===== src/rtl/fbf_pkg.sv =====
package fbf_pkg;

  // Synchronised control strobes, all active low.
  typedef struct packed {
    logic cs_n;
    logic oe_n;
    logic we_n;
  } strb_t;

  localparam int unsigned STRB_W = 3;

  // Identifier select codes on address bits 1:0.
  localparam logic [1:0] IDSEL_MFR = 2'b00;
  localparam logic [1:0] IDSEL_DEV = 2'b01;

endpackage


===== src/rtl/fbf_sync.sv =====
module fbf_sync #(
  parameter int unsigned W      = 3,
  parameter int unsigned STAGES = 2
) (
  input  logic         clk,
  input  logic         rst_n,
  input  logic [W-1:0] pin_i,
  output logic [W-1:0] sync_o
);

  for (genvar b = 0; b < W; b++) begin : g_bit
    logic [STAGES-1:0] chain_q;
    logic [STAGES-1:0] chain_d;

    always_comb begin
      chain_d = {chain_q[STAGES-2:0], pin_i[b]};
    end

    // Strobes are inactive-high, so reset fills the chain with ones.
    always_ff @(posedge clk or negedge rst_n) begin
      if (!rst_n) chain_q <= '1;
      else        chain_q <= chain_d;
    end

    assign sync_o[b] = chain_q[STAGES-1];
  end

endmodule


===== src/rtl/fbf_wr_latch.sv =====
module fbf_wr_latch
  import fbf_pkg::*;
#(
  parameter int unsigned AW = 18,
  parameter int unsigned DW = 8
) (
  input  logic          clk,
  input  logic          rst_n,
  input  strb_t         strb,
  input  logic [AW-1:0] addr,
  input  logic [DW-1:0] wdata,
  output logic          cmd_valid,
  output logic [AW-1:0] cmd_addr,
  output logic [DW-1:0] cmd_data
);

  logic          open_q, open_d;
  logic [AW-1:0] ahold_q, ahold_d;
  logic          vld_q, vld_d;
  logic [AW-1:0] caddr_q, caddr_d;
  logic [DW-1:0] cdata_q, cdata_d;
  logic          open_now, start, close;

  always_comb begin
    open_now = !strb.cs_n && !strb.we_n && strb.oe_n;
    start    = open_now && !open_q;
    // Close only when a strobe rises. An output-enable abort drops open_q silently.
    close    = open_q && (strb.cs_n || strb.we_n);

    open_d   = open_now;
    ahold_d  = start ? addr : ahold_q;
    vld_d    = close;
    caddr_d  = close ? ahold_q : caddr_q;
    cdata_d  = close ? wdata   : cdata_q;
  end

  always_ff @(posedge clk or negedge rst_n) begin
    if (!rst_n) begin
      open_q  <= 1'b0;
      ahold_q <= '0;
      vld_q   <= 1'b0;
      caddr_q <= '0;
      cdata_q <= '0;
    end else begin
      open_q  <= open_d;
      ahold_q <= ahold_d;
      vld_q   <= vld_d;
      caddr_q <= caddr_d;
      cdata_q <= cdata_d;
    end
  end

  assign cmd_valid = vld_q;
  assign cmd_addr  = caddr_q;
  assign cmd_data  = cdata_q;


  cmd_pulse_chk: assert property (@(posedge clk) disable iff (!rst_n)
    cmd_valid |=> !cmd_valid);


  addr_hold_chk: assert property (@(posedge clk) disable iff (!rst_n)
    !$stable(cmd_addr) |-> cmd_valid);


  data_hold_chk: assert property (@(posedge clk) disable iff (!rst_n)
    !$stable(cmd_data) |-> cmd_valid);

endmodule


===== src/rtl/fbf_rd_path.sv =====
module fbf_rd_path
  import fbf_pkg::*;
#(
  parameter int unsigned  AW     = 18,
  parameter int unsigned  DW     = 8,
  parameter logic [DW-1:0] MFR_ID = 8'hDA,
  parameter logic [DW-1:0] DEV_ID = 8'h0B
) (
  input  logic          clk,
  input  logic          rst_n,
  input  strb_t         strb,
  input  logic [AW-1:0] addr,
  input  logic          id_hv,
  input  logic [DW-1:0] arr_rdata,
  output logic [DW-1:0] rd_data,
  output logic          rd_en
);

  logic [DW-1:0] id_byte;
  logic [DW-1:0] sel_byte;

  always_comb begin
    unique case (addr[1:0])
      IDSEL_MFR: id_byte = MFR_ID;
      IDSEL_DEV: id_byte = DEV_ID;
      default:   id_byte = '0;
    endcase
    sel_byte = id_hv ? id_byte : arr_rdata;
    rd_en    = !strb.cs_n && !strb.oe_n;
    rd_data  = rd_en ? sel_byte : '0;
  end


  released_zero_chk: assert property (@(posedge clk) disable iff (!rst_n)
    !rd_en |-> (rd_data == '0));

endmodule


===== src/rtl/flash_bus_front.sv =====
module flash_bus_front
  import fbf_pkg::*;
#(
  parameter int unsigned   AW          = 18,
  parameter int unsigned   DW          = 8,
  parameter int unsigned   SYNC_STAGES = 2,
  parameter logic [DW-1:0] MFR_ID      = 8'hDA,
  parameter logic [DW-1:0] DEV_ID      = 8'h0B
) (
  input  logic          clk,
  input  logic          rst_n,
  input  logic          cs_n_pin,
  input  logic          oe_n_pin,
  input  logic          we_n_pin,
  input  logic [AW-1:0] addr,
  input  logic [DW-1:0] wdata,
  input  logic          id_hv,
  input  logic [DW-1:0] arr_rdata,
  output logic [DW-1:0] rd_data,
  output logic          rd_en,
  output logic          cmd_valid,
  output logic [AW-1:0] cmd_addr,
  output logic [DW-1:0] cmd_data
);

  logic [STRB_W-1:0] sync_vec;
  strb_t             strb;

  fbf_sync #(.W(STRB_W), .STAGES(SYNC_STAGES)) u_sync (
    .clk    (clk),
    .rst_n  (rst_n),
    .pin_i  ({cs_n_pin, oe_n_pin, we_n_pin}),
    .sync_o (sync_vec)
  );

  assign strb = strb_t'(sync_vec);

  fbf_rd_path #(.AW(AW), .DW(DW), .MFR_ID(MFR_ID), .DEV_ID(DEV_ID)) u_rd (
    .clk       (clk),
    .rst_n     (rst_n),
    .strb      (strb),
    .addr      (addr),
    .id_hv     (id_hv),
    .arr_rdata (arr_rdata),
    .rd_data   (rd_data),
    .rd_en     (rd_en)
  );

  fbf_wr_latch #(.AW(AW), .DW(DW)) u_wr (
    .clk       (clk),
    .rst_n     (rst_n),
    .strb      (strb),
    .addr      (addr),
    .wdata     (wdata),
    .cmd_valid (cmd_valid),
    .cmd_addr  (cmd_addr),
    .cmd_data  (cmd_data)
  );


  drive_rise_chk: assert property (@(posedge clk) disable iff (!rst_n)
    $rose(rd_en) |-> ($past(!cs_n_pin, 2) && $past(!oe_n_pin, 2)));


  standby_chk: assert property (@(posedge clk) disable iff (!rst_n)
    strb.cs_n |-> !rd_en);

endmodule


===== config.mk =====
export PLATFORM = sky130hd
export DESIGN_NAME = flash_bus_front
export DESIGN_NICKNAME = d
export VERILOG_FILES = /design/src/rtl/fbf_pkg.sv /design/src/rtl/fbf_sync.sv /design/src/rtl/fbf_wr_latch.sv /design/src/rtl/fbf_rd_path.sv /design/src/rtl/flash_bus_front.sv
export SDC_FILE = /design/constraint.sdc
export NUM_CORES = 1
export LEC_CHECK = 0
export ABC_AREA = 1
export BUFFER_PORTS_ARGS = -buffer_cell sky130_fd_sc_hd__buf_2
export CORE_MARGIN = 4
export CORE_UTILIZATION = 52
export DETAILED_ROUTE_END_ITERATION = 10
export GPL_ROUTABILITY_DRIVEN = 0
export MAX_ROUTING_LAYER = met4
export PLACE_DENSITY = 0.83
export SETUP_SLACK_MARGIN = 0.1
export SLEW_MARGIN = 10
export SYNTH_ARGS = -nofsm -noshare
export SYNTH_HDL_FRONTEND = slang
export SYNTH_SLANG_ARGS = --single-unit
export TNS_END_PERCENT = 10

===== constraint.sdc =====
create_clock -name clk -period 3.1 [get_ports clk]
set_input_delay 0.93 -clock clk [delete_from_list [all_inputs] [get_ports clk]]
set_output_delay 0.93 -clock clk [all_outputs]
set_load 0.02 [all_outputs]

# Yosys cells after proc, flatten, opt, wreduce, memory -nomap -nowiden
# Index checks and enable logic that the tools add are counted.
# W data, S select, Z words.
# totals
regBits	52
inputBits	40
out_inout_bits	36
wordCells	23
# op_classes
n_eq_ne	1
mux	3
n_reduce_logical	11
# op_table
operator	n
$mux W8	2
$pmux W8 S2	1
$logic_and A1 B1 Y1	5
$logic_not A1 Y1	4
$eq A2 B1 Y1 const B	1
$logic_not A2 Y1	1
$logic_or A1 B1 Y1	1

# Depth between registers and ports, before layout
# Gate-level depths: netlist of the first run.
# depth
depth_word	4
depth_mapped	6
mapped_depth_nobuf	5

# Hierarchy
# Synthesis of the first run repeated with hierarchy kept, for this count alone.
# unflattened
cells_unflattened	233
hier_area_um2	2133.3
# by_module_without_submodules
mod	n_inst	cells_each	area_per_inst_um2	seq_area_each_um2
fbf_wr_latch	1	199	1835.5	1151.1
fbf_sync	1	9	180.2	157.7
fbf_rd_path	1	25	117.6	0.0

# Worst setup path before layout of the first run
# Ideal clock, no wire load.
# synth_path
kind	input-to-output
start	input id_hv
end	output rd_data[1]
t_arrival_ns	1.461
t_required_ns	2.170
slack_ns	0.709
stages	3
n_path_buf	0
cell_sequence	inv_1 > o21ai_1 > nor2_1
# synth_via
elab_chain_cells	2
# synth_rtl
item	line	rtl
start, declared	flash_bus_front.sv:17	input logic id_hv,
$mux W8	fbf_rd_path.sv:28	sel_byte = id_hv ? id_byte : arr_rdata;
$mux W8	fbf_rd_path.sv:30	rd_data = rd_en ? sel_byte : '0;
end, declared	flash_bus_front.sv:19	output logic [DW-1:0] rd_data,
# No other way between the ends.

# Worst setup path after layout of the first run
# layout_path
start	input id_hv
end	output rd_data[4]
# The elaborated chain is that of the path after synthesis.

==> results of run 1 <==
==> placed cells by master (no fill, tap or decap) <==
cell        n
nand2_1   119
buf_2      75
dfrtp_1    46
nand4_1    18
nor2_1     11
dfstp_2     6
inv_1       5
clkbuf_8    5
o21ai_0     3
buf_4       3
inv_2       2
nor2_4      2
o21ai_1     1
nand3_1     1
a21oi_1     1
nand3_4     1
nand2_2     1
clkbuf_1    1
clkinv_2    1
==> flip-flops by register name (all words and copies together), names as in the netlist <==
register	count
u_wr.cmd_data	8
u_sync.g_bit.chain_q	6
u_wr.cmd_valid	1
u_wr.cmd_addr	18
u_wr.open_q	1
u_wr.ahold_q	18
==> cells by family (layout without fill, tap and decap cells) <==
family / after synthesis / after routing / share of synthesized area
AND/OR/NAND/NOR: 153 / 153 / 0.312
AO/OA/AOI/OAI: 5 / 5 / 0.0120
buffers and inverters: 18 / 92 / 0.0486
flip-flops: 52 / 52 / 0.627
==> routing by layer <==
metal,part of all wire,vias up
met5,0,-
met4,0.019,0
met3,0.064,5
met2,0.49,57
met1,0.43,802
li1,-,864
==> metrics by stage <==
| stage | util | worst slack (ns) | total power, mW | area [µm²] |
|---|---|---|---|---|
| 2_1_floorplan | - | 0.709 | 1.08 | 2090 |
| 4_1_cts | 0.676 | 0.443 | 1.57 | 2550 |
| 3_3_place_gp | 0.655 | 0.509 | 1.20 | 2470 |
| 6_report | 0.676 | 0.449 | 1.55 | 2550 |
| 3_5_place_dp | 0.655 | 0.446 | 1.22 | 2470 |
| 5_1_grt | 0.676 | 0.315 | 1.64 | 2550 |
==> area by class of cell <==
cell class,instances,area share
Inverter,7,0.0103
Clock inverter,1,0.00196
Timing Repair Buffer,78,0.156
Clock buffer,6,0.0285
Multi-Input combinational cell,158,0.266
Tap cell,48,0.0236
Sequential cell,52,0.514
==> power breakdown <==
part / switching, mW / internal [mW]
logic: 0.224 / 0.121
registers: 0.0570 / 0.796
clock network: 0.197 / 0.154
total: 0.478 / 1.07
==> worst max path at each step <==
stage | slack (ns) | end | cells past startpoint
2_1_floorplan | 0.71 | rd_data[1] | 3
3_3_place_gp | 0.51 | rd_data[3] | 5
3_5_place_dp | 0.45 | rd_data[4] | 5
4_1_cts | 0.44 | rd_data[4] | 5
5_1_grt | 0.32 | rd_data[6] | 5
6_report | 0.45 | rd_data[4] | 5
==> metrics.txt, run 1 <==
# clock sinks between 50 and 60; Post-CTS Hold Buffers 0; Iter 0 DRT Violations around 130; Commonest cells post-synth 119 x nand2_1, 46 x dfrtp_1, 18 x nand4_1; hold_ws ~0.36 ns; Yosys warning count 0; DR WL/cell around 12 µm; register area ~0.0013 mm²; GR Util met2 0.294; Lkg Pwr between 1 and 1.5 nW; Synth Area per Inst slightly above 9 µm²; Vias/cell between 4 and 5; Tmin final 2.65 ns; starting density of the core 0.553; reg-to-reg startpoint u_sync.g_bit[2].chain_q[1]; WHS Endpoint u_sync.g_bit[1].chain_q[1]; Fin. Hold Viols 0; Post-synth EDFFs 0; M1 GR Usage 0.231; core area 0.00377 mm²; clk root buf clkbuf_8; I/O pins 76; DRC errors left 0; DRT Pass-1 Iters 4; kind of critical path in -> out; post-synth cell types 17; layout cells sized above 1 0.318; Worst Setup Start Kind primary input; MaxCap Viol Count 0; Fill cells roughly 330; full die area 0.00509 mm²; slew margin rel. 0.596; HP Start u_sync.g_bit[1].chain_q[0]; number of global-route vias before repair approximately 1700; DP Cell Count 343; multi-input logic area between 600 and 700 µm²; CTS Buf Count 5; RSZ-0062 raised after global routing false; Overflow after GRT 0; Die Width between 70 and 80 µm; sequential fraction of the synthesis area 0.627; Final nets ~340; clk_lat worst skew 0.30 ns; WL final 4230 µm; skew final 0.00692 ns; worst vdd ir between 0.0003 and 0.0004 V; dpl hpwl roughly 3000 µm; Yosys reg bits 52; Rows 22; main area contributors after synthesis dfrtp_1 55%, nand2_1 21%, dfstp_2 7.6%, nand4_1 5.4%, nor2_1 2.0%; Port Buffer Count 75; Crit path arrival time 1.72 ns; Post-CTS Setup Repair Bufs 0; Post-Syn Area approximately 0.0021 mm²; CTS max path bufs 2; Reg2Reg Setup Slack around 1.6 ns; Max stage delay on crit path just over 0.3 ns; hold depth 0; final setup vio count 0; fin cells 350; Hold Crit Class reg -> reg; area grow syn2layout 22.1%; slowest stage cell, crit path o21ai_1; CTS resizes 0; Synth top area share 0.552; status finished clean; period utilization 0.855; CP max FO 8; count leader, synth nand2_1; WP buf/inv 3; worst slew pin tran slightly above 0.6 ns; initial antenna violation count 0; number of nets still failing antenna checks after routing 0; Total GRT Usage 0.185; worst path required time about 2.2 ns; beginning of the critical path id_hv; Final Max Tran Viols 0; cell mode on critical path buf_2; Pwr Density around 610 mW/mm²; cells on worst reg2reg path 4; # diodes 0; Yosys top cell by area dfrtp_1; Worst-path clk slew 0.08 ns; Max Freq about 0.38 GHz; vias between 1500 and 2000; Top Usage Layer GRT met2; met3 Resource Use GR 0.0295; worst-path cell chain buf_2 -> inv_1 -> o21ai_1 -> nor2_1 -> buf_2; Syn Inst Count between 200 and 250; total negative setup slack 0 ns; Mapped Nets between 200 and 300; largest net degree at the start of global routing 28; FF-to-FF End u_wr.cmd_addr[8]; Setup crit end kind output port; ys async rst share 1.00; global-route wire length before repair between 7000 and 8000 µm; CP delay by family, top buffers and inverters; CTS H-Tree Depth 2; top_reg_cell synth dfrtp_1; Vert. Die Dim a little over 70 µm; CTS tree built
No activity file was read; power rests on OpenSTA's default activity.
==> inputs of run 2 (changes only) <==
- CORE_ASPECT_RATIO: unset -> 1.1
- HOLD_SLACK_MARGIN: unset -> 0.15
- REMOVE_ABC_BUFFERS: unset -> 1
==> metrics.txt, run 2 (synthesis results as in run 1) <==
Vias/cell 4.86 (was 4.94); Post-CTS Hold Buffers 0 (unchanged); skew final 0.00927 ns (was 0.00692 ns); Iter 0 DRT Violations 107 (was 126); vias 1711 (was 1728); Post-Place Cell Area 0.00246 mm² (was 0.00247 mm²); largest net degree at the start of global routing 53 (was 28); WL final 4160 µm (was 4230 µm); reg-to-reg startpoint u_sync.g_bit[0].chain_q[1] (was u_sync.g_bit[2].chain_q[1]); CP max FO 8 (unchanged); cell mode on critical path buf_2 (unchanged); CP delay by family, top buffers and inverters (unchanged); Worst Setup Start Kind primary input (unchanged); Fin. Hold Viols 0 (unchanged); worst-path cell chain buf_2 -> inv_1 -> o21ai_1 -> nor2_1 -> buf_2 (unchanged); slowest stage cell, crit path o21ai_1 (unchanged); DP Cell Count 344 (was 343); Total GRT Usage 0.190 (was 0.185); total negative setup slack 0 ns (unchanged); Die Width 68.4 µm (was 71.4 µm); layout cells sized above 1 0.315 (was 0.318); DRT Pass-1 Iters 4 (unchanged); Port Buffer Count 75 (unchanged); CTS tree built (unchanged); CTS max path bufs 2 (unchanged); clk_lat worst skew 0.29 ns (was 0.30 ns); area grow syn2layout 22.0% (was 22.1%); hold depth 0 (unchanged); Crit path arrival time 1.72 ns (about the same); core area 0.00377 mm² (about the same); # clock sinks 52 (unchanged); HP Start u_sync.g_bit[2].chain_q[0] (was u_sync.g_bit[1].chain_q[0]); CTS resizes 0 (unchanged); register area 0.00131 mm² (unchanged); Final nets 341 (was 342); WP buf/inv 3 (unchanged); Lkg Pwr 1.43 nW (was 1.44 nW); RSZ-0062 raised after global routing false (unchanged); design area 0.00255 mm² (about the same); number of global-route vias before repair 1693 (was 1650); CTS Buf Count 5 (unchanged); Fill cells 311 (was 331); Worst-path clk slew 0.08 ns (about the same); full die area 0.00509 mm² (about the same); initial antenna violation count 0 (unchanged); fin cells 352 (was 350); starting density of the core 0.554 (was 0.553); Overflow after GRT 0 (unchanged); Final Max Tran Viols 0 (unchanged); Reg2Reg Setup Slack 1.65 ns (was 1.63 ns); kind of critical path in -> out (unchanged); CTS H-Tree Depth 2 (unchanged); worst vdd ir 0.000406 V (was 0.000320 V); clk root buf clkbuf_8 (unchanged); cells on worst reg2reg path 4 (unchanged); number of nets still failing antenna checks after routing 0 (unchanged); period utilization 0.856 (was 0.855); global-route wire length before repair 7130 µm (was 7200 µm); slew margin rel. 0.585 (was 0.596); MaxCap Viol Count 0 (unchanged); Max stage delay on crit path 0.31 ns (about the same); dpl hpwl 2840 µm (was 3080 µm); Total Power 1.55 mW (about the same); commonest non-fill, non-tap cell in the layout nand2_1 (unchanged); WHS Endpoint u_sync.g_bit[2].chain_q[1] (was u_sync.g_bit[1].chain_q[1]); DR WL/cell 11.8 µm (was 12.1 µm); highest-count cells in the layout ignoring fill and taps 119 x nand2_1, 75 x buf_2, 46 x dfrtp_1 (unchanged); final setup vio count 0 (unchanged); multi-input logic area 677 µm² (unchanged); status finished clean (unchanged); Vert. Die Dim 74.4 µm (was 71.4 µm); Hold Crit Class reg -> reg (unchanged); Core Util, Final 0.675 (was 0.676); Tmin final 2.65 ns (about the same); Post-CTS Setup Repair Bufs 0 (unchanged); # diodes 0 (unchanged); worst path required time 2.17 ns (about the same); Setup crit end kind output port (unchanged); FF-to-FF End u_wr.ahold_q[2] (was u_wr.cmd_addr[8]); DRC errors left 0 (unchanged); I/O pins 76 (unchanged); worst slew pin tran 0.622 ns (was 0.605 ns); Pwr Density 608 mW/mm² (about the same); beginning of the critical path id_hv (unchanged); Rows 23 (was 22); Max Freq 0.377 GHz (about the same)
==> run 2: changes by cell type in the layout (fill, tap and decap cells not counted), sizes merged <==
cell / change
buf: -1
clkbuf: +1
==> run 2: layout make-up <==
| class | instances | share of cell area |
|---|---|---|
| clock inverters | 1 | 0.00197 |
| flip-flops and latches | 52 | 0.514 |
| clock buffers | 7 | 0.0300 |
| inverters | 7 | 0.0103 |
| well taps | 50 | 0.0246 |
| multi-input cells | 158 | 0.266 |
| repair buffers | 77 | 0.153 |
==> run 2: per-layer routing <==
metal	global-route usage	part of all wire	vias up
li1	-	-	861
met1	0.227	0.44	784
met2	0.327	0.48	61
met3	0.0317	0.063	5
met4	0.0530	0.011	0
met5	-	0	-
==> run 2: worst max-delay path by stage <==
stage | cells past startpoint | to
after detailed placement | 5 | rd_data[7]
final | 5 | rd_data[7]
after global routing | 5 | rd_data[4]
after global placement | 5 | rd_data[6]
after floorplan | 3 | rd_data[1]
after CTS | 5 | rd_data[1]
==> run 2: per-stage QoR <==
stage	worst slack, ns	hold WS (ns)
floorplan	0.709	0.345
global placement	0.517	0.346
detailed placement	0.451	0.347
CTS	0.447	0.363
global route	0.343	0.370
finish	0.448	0.355
==> run 2: worst reg2reg max path: cells and delay by family (launching register included) <==
kind	cells	cell delay, ns
AND/OR/NAND/NOR	4	0.95
flip-flops	1	0.39
==> run 2: where the power goes <==
| part | internal, mW | leakage, nW | switching (mW) |
|---|---|---|---|
| sequential | 0.796 | 0.622 | 0.0574 |
| combinational | 0.120 | 0.767 | 0.221 |
| clock | 0.159 | 0.0422 | 0.195 |
| total | 1.08 | 1.43 | 0.474 |
